<file path="src/rtl/dps_pkg.sv">
package dps_pkg;
    typedef enum logic [2:0] {
        S_IDLE, S_PRE, S_ACT, S_COL, S_REC, S_RPRE, S_REF
    } seq_st_e;

    typedef enum logic [1:0] {
        K_HIT, K_CLOSED, K_CONFLICT
    } acc_kind_e;
endpackage

</file>
<file path="src/rtl/dps_refresh_ctl.sv">
module dps_refresh_ctl #(
    parameter int T_REFI = 120,
    parameter int ROW_W  = 4
) (
    input  logic             clk,
    input  logic             rst_n,
    input  logic             ack,
    output logic             pending,
    output logic [ROW_W-1:0] ref_row
);
    localparam int CW = (T_REFI > 1) ? $clog2(T_REFI) : 1;

    typedef struct packed {
        logic [CW-1:0]    cnt;
        logic             pend;
        logic [ROW_W-1:0] row;
    } rf_t;

    rf_t rf_d, rf_q;
    logic hit;

    always_comb begin
        rf_d = rf_q;
        hit  = (rf_q.cnt == CW'(T_REFI - 1));
        rf_d.cnt = hit ? '0 : rf_q.cnt + 1'b1;
        if (ack) begin
            rf_d.row = rf_q.row + 1'b1;
        end
        rf_d.pend = hit | (rf_q.pend & ~ack);
    end

    always_ff @(posedge clk) begin
        if (!rst_n) begin
            rf_q <= '0;
        end else begin
            rf_q <= rf_d;
        end
    end

    assign pending = rf_q.pend;
    assign ref_row = rf_q.row;

    p_ack_needs_pending_r8: assert property (@(posedge clk) disable iff (!rst_n)
        ack |-> pending);
    p_pending_holds_r10: assert property (@(posedge clk) disable iff (!rst_n)
        (pending && !ack) |=> pending);
    p_row_steps_r9: assert property (@(posedge clk) disable iff (!rst_n)
        ack |=> (ref_row == $past(ref_row) + 1'b1));
endmodule

</file>
<file path="src/rtl/dps_row_track.sv">
module dps_row_track
    import dps_pkg::*;
#(
    parameter int ROW_W = 4
) (
    input  logic             clk,
    input  logic             rst_n,
    input  logic             open_set,
    input  logic             close,
    input  logic [ROW_W-1:0] set_row,
    input  logic [ROW_W-1:0] probe_row,
    output acc_kind_e        kind,
    output logic             is_open,
    output logic [ROW_W-1:0] cur_row
);
    typedef struct packed {
        logic             open;
        logic [ROW_W-1:0] row;
    } trk_t;

    trk_t tk_d, tk_q;

    always_comb begin
        tk_d = tk_q;
        if (close) begin
            tk_d.open = 1'b0;
        end
        if (open_set) begin
            tk_d.open = 1'b1;
            tk_d.row  = set_row;
        end
        if (!tk_q.open) begin
            kind = K_CLOSED;
        end else if (tk_q.row == probe_row) begin
            kind = K_HIT;
        end else begin
            kind = K_CONFLICT;
        end
    end

    always_ff @(posedge clk) begin
        if (!rst_n) begin
            tk_q <= '0;
        end else begin
            tk_q <= tk_d;
        end
    end

    assign is_open = tk_q.open;
    assign cur_row = tk_q.row;

    p_open_row_stable_r4: assert property (@(posedge clk) disable iff (!rst_n)
        (is_open && !open_set && !close) |=> (is_open && $stable(cur_row)));
    p_no_set_and_close_r6: assert property (@(posedge clk) disable iff (!rst_n)
        !(open_set && close));
endmodule

</file>
<file path="src/rtl/dram_page_seq.sv">
module dram_page_seq
    import dps_pkg::*;
#(
    parameter int ROW_W  = 4,
    parameter int COL_W  = 4,
    parameter int DATA_W = 8,
    parameter int T_RP   = 3,
    parameter int T_RCD  = 3,
    parameter int T_CL   = 3,
    parameter int T_REC  = 2,
    parameter int T_REFI = 120
) (
    input  logic              clk,
    input  logic              rst_n,
    input  logic              req_valid,
    output logic              req_ready,
    input  logic              req_write,
    input  logic [ROW_W-1:0]  req_row,
    input  logic [COL_W-1:0]  req_col,
    input  logic [DATA_W-1:0] req_wdata,
    output logic              cmd_pre,
    output logic              cmd_act,
    output logic              cmd_rd,
    output logic              cmd_wr,
    output logic              cmd_ref,
    output logic [ROW_W-1:0]  cmd_row,
    output logic [COL_W-1:0]  cmd_col,
    output logic [DATA_W-1:0] cmd_wdata,
    input  logic [DATA_W-1:0] dram_rdata,
    output logic              rsp_valid,
    output logic [DATA_W-1:0] rsp_data
);
    localparam int MAX_A = (T_RP > T_RCD) ? T_RP : T_RCD;
    localparam int MAX_B = (T_CL > T_REC) ? T_CL : T_REC;
    localparam int MAX_T = (MAX_A > MAX_B) ? MAX_A : MAX_B;
    localparam int CNT_W = $clog2(MAX_T + 1);
    localparam int GAP_W = CNT_W + 1;

    typedef struct packed {
        seq_st_e           st;
        logic [CNT_W-1:0]  cnt;
        logic              wr;
        logic [ROW_W-1:0]  row;
        logic [COL_W-1:0]  col;
        logic [DATA_W-1:0] wdata;
        logic              pre;
        logic              act;
        logic              rd;
        logic              wrc;
        logic              rf;
        logic [ROW_W-1:0]  crow;
        logic [COL_W-1:0]  ccol;
        logic              rv;
        logic [DATA_W-1:0] rdata;
    } seq_t;

    seq_t sq_d, sq_q;

    logic             ref_pending;
    logic [ROW_W-1:0] ref_row;
    acc_kind_e        kind;
    logic             trk_open;
    logic [ROW_W-1:0] trk_row;
    logic             go_act;
    logic             go_col;

    dps_refresh_ctl #(.T_REFI(T_REFI), .ROW_W(ROW_W)) u_refresh (
        .clk     (clk),
        .rst_n   (rst_n),
        .ack     (sq_d.rf),
        .pending (ref_pending),
        .ref_row (ref_row)
    );

    dps_row_track #(.ROW_W(ROW_W)) u_track (
        .clk       (clk),
        .rst_n     (rst_n),
        .open_set  (sq_d.act),
        .close     (sq_d.pre),
        .set_row   (sq_d.crow),
        .probe_row (req_row),
        .kind      (kind),
        .is_open   (trk_open),
        .cur_row   (trk_row)
    );

    assign req_ready = (sq_q.st == S_IDLE) && !ref_pending;

    always_comb begin
        sq_d     = sq_q;
        sq_d.pre = 1'b0;
        sq_d.act = 1'b0;
        sq_d.rd  = 1'b0;
        sq_d.wrc = 1'b0;
        sq_d.rf  = 1'b0;
        sq_d.rv  = 1'b0;
        go_act   = 1'b0;
        go_col   = 1'b0;
        unique case (sq_q.st)
            S_IDLE: begin
                if (ref_pending) begin
                    if (trk_open) begin
                        sq_d.pre  = 1'b1;
                        sq_d.crow = trk_row;
                        sq_d.st   = S_RPRE;
                        sq_d.cnt  = CNT_W'(T_RP - 1);
                    end else begin
                        sq_d.rf   = 1'b1;
                        sq_d.crow = ref_row;
                        sq_d.st   = S_REF;
                        sq_d.cnt  = CNT_W'(T_RCD - 1);
                    end
                end else if (req_valid) begin
                    sq_d.wr    = req_write;
                    sq_d.row   = req_row;
                    sq_d.col   = req_col;
                    sq_d.wdata = req_wdata;
                    unique case (kind)
                        K_HIT:    go_col = 1'b1;
                        K_CLOSED: go_act = 1'b1;
                        default: begin
                            sq_d.pre  = 1'b1;
                            sq_d.crow = trk_row;
                            sq_d.st   = S_PRE;
                            sq_d.cnt  = CNT_W'(T_RP - 1);
                        end
                    endcase
                end
            end
            S_PRE: begin
                if (sq_q.cnt == '0) go_act = 1'b1;
                else sq_d.cnt = sq_q.cnt - 1'b1;
            end
            S_ACT: begin
                if (sq_q.cnt == '0) go_col = 1'b1;
                else sq_d.cnt = sq_q.cnt - 1'b1;
            end
            S_COL: begin
                if (sq_q.cnt == '0) begin
                    sq_d.rv  = !sq_q.wr;
                    if (!sq_q.wr) sq_d.rdata = dram_rdata;
                    sq_d.st  = S_REC;
                    sq_d.cnt = CNT_W'(T_REC - 1);
                end else begin
                    sq_d.cnt = sq_q.cnt - 1'b1;
                end
            end
            S_RPRE: begin
                if (sq_q.cnt == '0) begin
                    sq_d.rf   = 1'b1;
                    sq_d.crow = ref_row;
                    sq_d.st   = S_REF;
                    sq_d.cnt  = CNT_W'(T_RCD - 1);
                end else begin
                    sq_d.cnt = sq_q.cnt - 1'b1;
                end
            end
            default: begin
                if (sq_q.cnt == '0) sq_d.st = S_IDLE;
                else sq_d.cnt = sq_q.cnt - 1'b1;
            end
        endcase
        if (go_act) begin
            sq_d.act  = 1'b1;
            sq_d.crow = sq_d.row;
            sq_d.st   = S_ACT;
            sq_d.cnt  = CNT_W'(T_RCD - 1);
        end
        if (go_col) begin
            sq_d.rd   = !sq_d.wr;
            sq_d.wrc  = sq_d.wr;
            sq_d.crow = sq_d.row;
            sq_d.ccol = sq_d.col;
            sq_d.st   = S_COL;
            sq_d.cnt  = CNT_W'(T_CL - 1);
        end
    end

    always_ff @(posedge clk) begin
        if (!rst_n) begin
            sq_q    <= '0;
            sq_q.st <= S_IDLE;
        end else begin
            sq_q <= sq_d;
        end
    end

    assign cmd_pre   = sq_q.pre;
    assign cmd_act   = sq_q.act;
    assign cmd_rd    = sq_q.rd;
    assign cmd_wr    = sq_q.wrc;
    assign cmd_ref   = sq_q.rf;
    assign cmd_row   = sq_q.crow;
    assign cmd_col   = sq_q.ccol;
    assign cmd_wdata = sq_q.wdata;
    assign rsp_valid = sq_q.rv;
    assign rsp_data  = sq_q.rdata;

    logic [GAP_W-1:0] since_pre_q, since_act_q;

    always_ff @(posedge clk) begin
        if (!rst_n) begin
            since_pre_q <= '1;
            since_act_q <= '1;
        end else begin
            since_pre_q <= (cmd_pre || cmd_ref) ? GAP_W'(1)
                         : (since_pre_q == '1) ? since_pre_q : since_pre_q + 1'b1;
            since_act_q <= cmd_act ? GAP_W'(1)
                         : (since_act_q == '1) ? since_act_q : since_act_q + 1'b1;
        end
    end

    p_one_cmd_r6: assert property (@(posedge clk) disable iff (!rst_n)
        $onehot0({cmd_pre, cmd_act, cmd_rd, cmd_wr, cmd_ref}));
    p_col_on_open_r6: assert property (@(posedge clk) disable iff (!rst_n)
        (cmd_rd || cmd_wr) |-> trk_open);
    p_act_gap_r6: assert property (@(posedge clk) disable iff (!rst_n)
        cmd_act |-> (since_pre_q >= GAP_W'(T_RP)));
    p_col_gap_r6: assert property (@(posedge clk) disable iff (!rst_n)
        (cmd_rd || cmd_wr) |-> (since_act_q >= GAP_W'(T_RCD)));
    p_ref_closed_r9: assert property (@(posedge clk) disable iff (!rst_n)
        cmd_ref |-> !trk_open);
    p_busy_after_rsp_r7: assert property (@(posedge clk) disable iff (!rst_n)
        rsp_valid |-> !req_ready);
endmodule

</file>
<file path="config.mk">
export PLATFORM = sky130hd
export DESIGN_NAME = dram_page_seq
export DESIGN_NICKNAME = d
export VERILOG_FILES = /design/src/rtl/dps_pkg.sv /design/src/rtl/dps_refresh_ctl.sv /design/src/rtl/dps_row_track.sv /design/src/rtl/dram_page_seq.sv
export SDC_FILE = /design/constraint.sdc
export NUM_CORES = 1
export LEC_CHECK = 0
export BUFFER_PORTS_ARGS = -buffer_cell sky130_fd_sc_hd__buf_2
export CAP_MARGIN = 20
export CORE_ASPECT_RATIO = 0.6
export CORE_MARGIN = 8
export CORE_UTILIZATION = 39
export CTS_BUF_LIST = sky130_fd_sc_hd__clkbuf_4
export DETAILED_ROUTE_END_ITERATION = 16
export HOLD_SLACK_MARGIN = 0.03
export PLACE_DENSITY_LB_ADDON = 0.1
export SLEW_MARGIN = 0
export SYNTH_ARGS = -nofsm -noshare
export SYNTH_HDL_FRONTEND = slang
export SYNTH_SLANG_ARGS = --single-unit
</file>
<file path="constraint.sdc">
create_clock -name clk -period 2.92 [get_ports clk]
set_input_delay 0.146 -clock clk [delete_from_list [all_inputs] [get_ports clk]]
set_output_delay 0.146 -clock clk [all_outputs]
set_load 0.02 [all_outputs]
</file>
Word-level counts from Yosys, hierarchy flattened
Cells that the tools add are included.
{ "op_classes": {"n_mux": 43, "eq_ne": 18, "bitwise": 7, "n_addsub": 3, "n_reduce_logical": 22} }
{ "op_table": {"columns": ["operator", "n"], "rows": [
  ["2-to-1 mux 4 bit", 8],
  ["2-to-1 mux 23 bit", 1],
  ["2-to-1 mux 5 bit", 4],
  ["2-to-1 mux 18 bit", 1],
  ["2-to-1 mux 17 bit", 1],
  ["AND reduction 3 bit", 5],
  ["2-to-1 mux 1 bit", 14],
  ["one-hot mux 3 bit (4 select lines)", 1],
  ["AND reduction 6 bit", 2],
  ["2-to-1 mux 2 bit", 5],
  ["!= test 5 x 4 -> 1 bit, second input constant", 2],
  ["one-hot mux 5 bit (2 select lines)", 1],
  ["2-to-1 mux 3 bit", 3],
  ["2-to-1 mux 8 bit", 1],
  ["!= test 4 bit, second input constant", 2],
  ["adder 7 x 1 -> 7 bit, second input constant", 1],
  ["equality test 7 bit, second input constant", 1],
  ["equality test 3 x 2 -> 1 bit, second input constant", 2],
  ["!= test 3 x 2 -> 1 bit, second input constant", 2],
  ["!= test 6 x 4 -> 1 bit, second input constant", 1],
  ["one-hot mux 2 bit (3 select lines)", 1],
  ["OR reduction 2 bit", 3],
  ["NOT 1 bit", 5],
  ["adder 4 x 1 -> 4 bit, second input constant", 1],
  ["other kinds (19)", 25]
]} }
{ "totals": {"in_bits": 28, "output_inout_bits": 31, "ff_bits": 61} }

Depth between registers and ports, before layout
{ "logic_depth": {"depth_word": 12, "ltp_mapped": 10, "depth_no_buf": 7} }

Hierarchy
A second synthesis with hierarchy kept.
{ "hier_totals": {"cells_unflattened": 309, "area_unflattened_um2": 2897.8} }
{ "modules_own_cells": {"columns": ["mod", "seq_area_each_um2", "cells_each", "area_per_inst_um2", "n_inst"], "rows": [
  ["dram_page_seq", 880.8, 234, 2148.3, 1],
  ["dps_refresh_ctl", 240.2, 53, 515.5, 1],
  ["dps_row_track", 100.1, 22, 234.0, 1]
]} }

Worst setup path after synthesis
No wires, ideal clock.
{ "synth_path": {"path_type": "reg2reg", "from": "register sq_q[39] (netlist name)", "to": "register sq_q, in the netlist cmd_row[2]", "required_ns": 2.778, "n_path_buf": 0, "setup_time_ns": 0.142, "path_stages_with_launch": 8, "setup_slack_ns": 0.915, "t_arrival_ns": 1.863, "period_less_slack_ns": 2.005, "path_cell_list": "dfxtp_1 inv_1 ha_1 and2_1 o21ai_0 o311ai_4 a221oi_1 a221oi_1"} }
{ "synth_between": {"elab_chain_len": 5} }
{ "synth_lines": {"columns": ["item", "line_no", "text"], "rows": [
  ["start, declared", "dram_page_seq.sv:57", "seq_t sq_d, sq_q;"],
  ["start signal, assigned", "dram_page_seq.sv:184", "sq_q <= sq_d;"],
  ["logical NOT 2 bit *", "dram_page_seq.sv:131, dram_page_seq.sv:135, dram_page_seq.sv:149", null],
  ["2-to-1 mux 5 bit or 2-to-1 mux 1 bit (tied branches)", "dram_page_seq.sv:149, dram_page_seq.sv:131, dram_page_seq.sv:135", null],
  ["one-hot mux 5 bit (2 select lines) or one-hot mux 1 bit (2 select lines) (tied branches)", "dram_page_seq.sv:99", "unique case (sq_q.st)"],
  ["2-to-1 mux 4 bit", "dram_page_seq.sv:163", "if (go_act) begin"],
  ["2-to-1 mux 8 bit *", "dram_page_seq.sv:169", "if (go_col) begin"]
]} }
Every way passes the cells marked *; elsewhere a longest branch is shown, timed or not.
A chain may end at the register's enable or synchronous reset.

Worst setup path in the final report
{ "layout_path": {"from": "register sq_q[41] (netlist name)", "to": "register sq_q, in the netlist cmd_row[1]"} }
{ "layout_between": {"elab_chain_len": 4} }
{ "layout_lines": {"columns": ["item", "line_no"], "rows": [
  ["equality test 3 bit, or another cell as far along", "dram_page_seq.sv:99"],
  ["one-hot mux 5 bit (2 select lines), or another cell as far along", "dram_page_seq.sv:99"],
  ["2-to-1 mux 4 bit", "dram_page_seq.sv:163"],
  ["2-to-1 mux 8 bit *", "dram_page_seq.sv:169"]
]} }
Marks and branches as above.

==> flow_summary.yaml <==
logic_synthesis:
  synth_cell_type_count: 49
  synth_edf_count: 0
  syn_inst: 313
  yosysWarnings: 0
  syn_area_um2: 2840
  synthArstFlopShare_pct: 0
  syn_nets: 346
  yosys_most_used_dff: "dfxtp_1"
  synth_seq_area_share_pct: 42.9
  synth.largest_area_cell: "dfxtp_1"
  synth_top_area_share_pct: 42.9
  avgSynthCellArea_um2: 9.09
  synth_seq_cells: 61
  netlist_top_cells_area: "dfxtp_1 (43%), buf_4 (6.6%), nor2_1 (5.0%)"
drt:
  routedWlPerCell_um: 14.6
  ant_nets: 0
  drt_first_pass_iters: 4
  drtIter0Drc: 185
  drc_errors: 0
  vias: 2256
  viasPerCell: 4.86
  wirelength_um: 6790
timing:
  fmax_ghz: 0.432
  finalSetupViolations: 0
  relSlewSlack_pct: 50.7
  hold_ws_ps: 58.0
  slew_violations: 0
  worst_pin_slew_ps: 738
  fin_tns_setup_ps: 0
  finalHoldViolations: 0
  finalCriticalPeriod_ps: 2320
  skew_ps: 8.70
  setup_slack_ps: 605
  rsz0062_at_grt: "no"
  min_period_over_period_pct: 79.3
run_status:
  status: "finished, final reports clean"
global_route:
  grt.total_usage_pct: 14.0
  grt_max_degree: 44
  grt_pass1_vias: 2222
  grt-ovfl-total: 0
  antenna_found_initial: 0
  grt_pass1_wl_um: 11300
floorplanning:
  fp-row-count: 24
  core_area_um2: 7180
  io_pins: 59
  die-area_um2: 10400
  die_y_um: 82.1
  fp.dieW_um: 126
  initial_core_util_pct: 39.6
min_path:
  holdCritStartpoint: "req_row[2]"
  worstHoldEndpoint: "sq_q[36]$_SDFF_PN0_"
  holdPathStages: 3
  hold_path.class: "input port to register"
placed_design:
  place_ws_ps: 711
  gp_congestion: 0.843
  io_buffers: 58
  place.detailed.hpwl_um: 4700
setup_path:
  crit_path_end_kind: "register"
  path_max_fanout: 17
  critPathKind: "register to register"
  cp_slowest_cell: "dfxtp_1"
  cp_common_cell: "a211oi_1"
  critPathArrivalTime_ps: 2630
  required_ps: 3230
  r2r-start: "sq_q[41]$_SDFFE_PN0P_"
  slowest_delay_ps: 690
  ff2ff_path_depth: 7
  critical_path.cell_chain: "nor2_1, nand2_2, inv_1, a211oi_1, a211oi_1, a221o_1, o21a_1"
  rrSetupSlack_ps: 600
  start_kind: "register"
  worstReg2RegEnd: "cmd_row[1]$_SDFF_PN0_"
power_and_ir_drop:
  switchingPower_mw: 1.18
  internal_power_mw: 1.72
  powerDensity_nw_per_um2: 866
  p_seq_share_pct: 38.0
  p_sw_share_pct: 40.7
  peakVddDrop_v: 0.000309
  p_comb_share_pct: 43.1
  p_leak_nw: 1.43
  p_clk_share_pct: 18.9
clocking:
  clock-sinks: 61
  clkTransAtPathRegs_ps: 100
  cts_buffers: 9
  cts_root_buffer: "clkbuf_4"
  cts_buffer_depth: 2
  post-cts-setup-buffer-count: 0
  insertion_delay_ps: 410
  htree_levels: 3
  cts_tree: "yes"
finish:
  drive_above_1_share_pct: 24.9
  syn_to_final_growth_pct: 18.1
  fin_nets: 401
  fill_cells: 709
  antennaDiodeCount: 0
run:
  maxCapViolCount: 0
## state kept, by name, summed over array words and instances (netlist names), 4 cells and up
| signal | flops |
|---|---|
| cmd_col | 4 |
| rsp_data | 8 |
| u_refresh.rf_q | 7 |
| cmd_row | 4 |
| sq_q | 14 |
| u_track.cur_row | 4 |
| u_refresh.ref_row | 4 |
| cmd_wdata | 8 |
## cells by family (layout without fill, tap and decap cells)
| group | after synthesis | after routing | share of synthesized area, % |
|---|---|---|---|
| AO/OA/AOI/OAI | 60 | 60 | 15.4 |
| buffers and inverters | 50 | 110 | 10.7 |
| multiplexers | 18 | 18 | 6.51 |
| XOR/XNOR | 12 | 12 | 3.70 |
| AND/OR/NAND/NOR | 107 | 107 | 18.5 |
| adder cells (fa/ha/maj) | 5 | 5 | 2.20 |
| flip-flops | 61 | 61 | 42.9 |
## cell usage in the layout, fill, tap and decap left out, drive strengths merged, types with 3 or more instances in the layout
| cell | n |
|---|---|
| buf | 63 |
| dfxtp | 61 |
| nor2 | 38 |
| nand2 | 35 |
| a21oi | 23 |
| dlygate4sd3 | 21 |
| mux2i | 14 |
| and2 | 11 |
| inv | 10 |
| clkbuf | 9 |
| a211oi | 9 |
| xnor2 | 7 |
| clkinv | 6 |
| xor2 | 5 |
| ha | 5 |
| a221o | 4 |
| o21a | 4 |
| mux2 | 4 |
| o22ai | 3 |
| o21ai | 3 |
| nand3 | 3 |
| nand3b | 3 |
| a221oi | 3 |
| o211ai | 3 |
| nor4b | 3 |
| nand4 | 3 |
## worst max-delay path: cells and delay by family (launching register included)
kind | cells | cell delay [ps]
buf+inv | 1 | 110
compound gates | 4 | 1080
simple gates | 2 | 340
flops | 1 | 690
## cells in the mapped netlist, drive strengths merged (5+ instances only)
library cell   n
dfxtp         61
and2          11
xor2           5
nor2          38
mux2i         14
buf           35
nand2         35
inv           10
a211oi         9
ha             5
clkbuf         5
xnor2          7
a21oi         23
## per-layer routing
| layer | GRT usage, % | up-vias | part of all wire [%] |
|---|---|---|---|
| li1 | - | 1163 | - |
| met1 | 18.9 | 1030 | 51 |
| met2 | 19.7 | 53 | 41 |
| met3 | 6.09 | 10 | 7.2 |
| met4 | 4.29 | 0 | 0.87 |
| met5 | 0 | - | 0 |
## cell type report
class	count	area [µm²]	area share [%]
Clock buffer	9	67.6	2.01
Clock inverter	7	56.3	1.68
Inverter	10	37.5	1.12
Multi-Input combinational cell	202	1320	39.4
Sequential cell	61	1220	36.4
Tap cell	91	114	3.39
Timing Repair Buffer	84	538	16.0
## worst max path at each step
stage,start,to,slack [ps],cells after the start
CTS,sq_q[41]$_SDFFE_PN0P_,cmd_row[1]$_SDFF_PN0_,670,7
detailed placement,sq_q[43]$_SDFFE_PP0P_,cmd_row[0]$_SDFF_PN0_,710,7
floorplan,sq_q[39]$_SDFFE_PP0P_,cmd_row[2]$_SDFF_PN0_,910,7
finish,sq_q[41]$_SDFFE_PN0P_,cmd_row[1]$_SDFF_PN0_,600,7
global placement,sq_q[43]$_SDFFE_PP0P_,cmd_row[0]$_SDFF_PN0_,780,7
global route,sq_q[41]$_SDFFE_PN0P_,cmd_row[0]$_SDFF_PN0_,410,7
## power groups by stage
stage               Combinational (mW)  Sequential (mW)  Clock (mW)
global placement                  1.24             1.12           0
CTS                               1.26             1.10       0.570
floorplan                         1.03             1.08           0
global route                      1.40             1.13       0.606
finish                            1.25             1.11       0.550
detailed placement                1.23             1.12           0
## per-stage QoR
stage                     cells  power, mW  util [%]  cell area, µm²
after floorplan             313       2.11         -            2840
after global placement      427       2.36      42.1            3020
after detailed placement    427       2.35      42.1            3020
after CTS                   464       2.93      46.8            3360
after global routing        464       3.13      46.8            3360
final                       464       2.91      46.8            3360
## repair_timing
item / 4_1_cts / 5_1_grt
hold buffers: 21 / 0
endpoints found under the hold margin: 21 / 0
gates resized for setup: 0 / 0
Note: power is estimated with default switching activity, not from simulation.
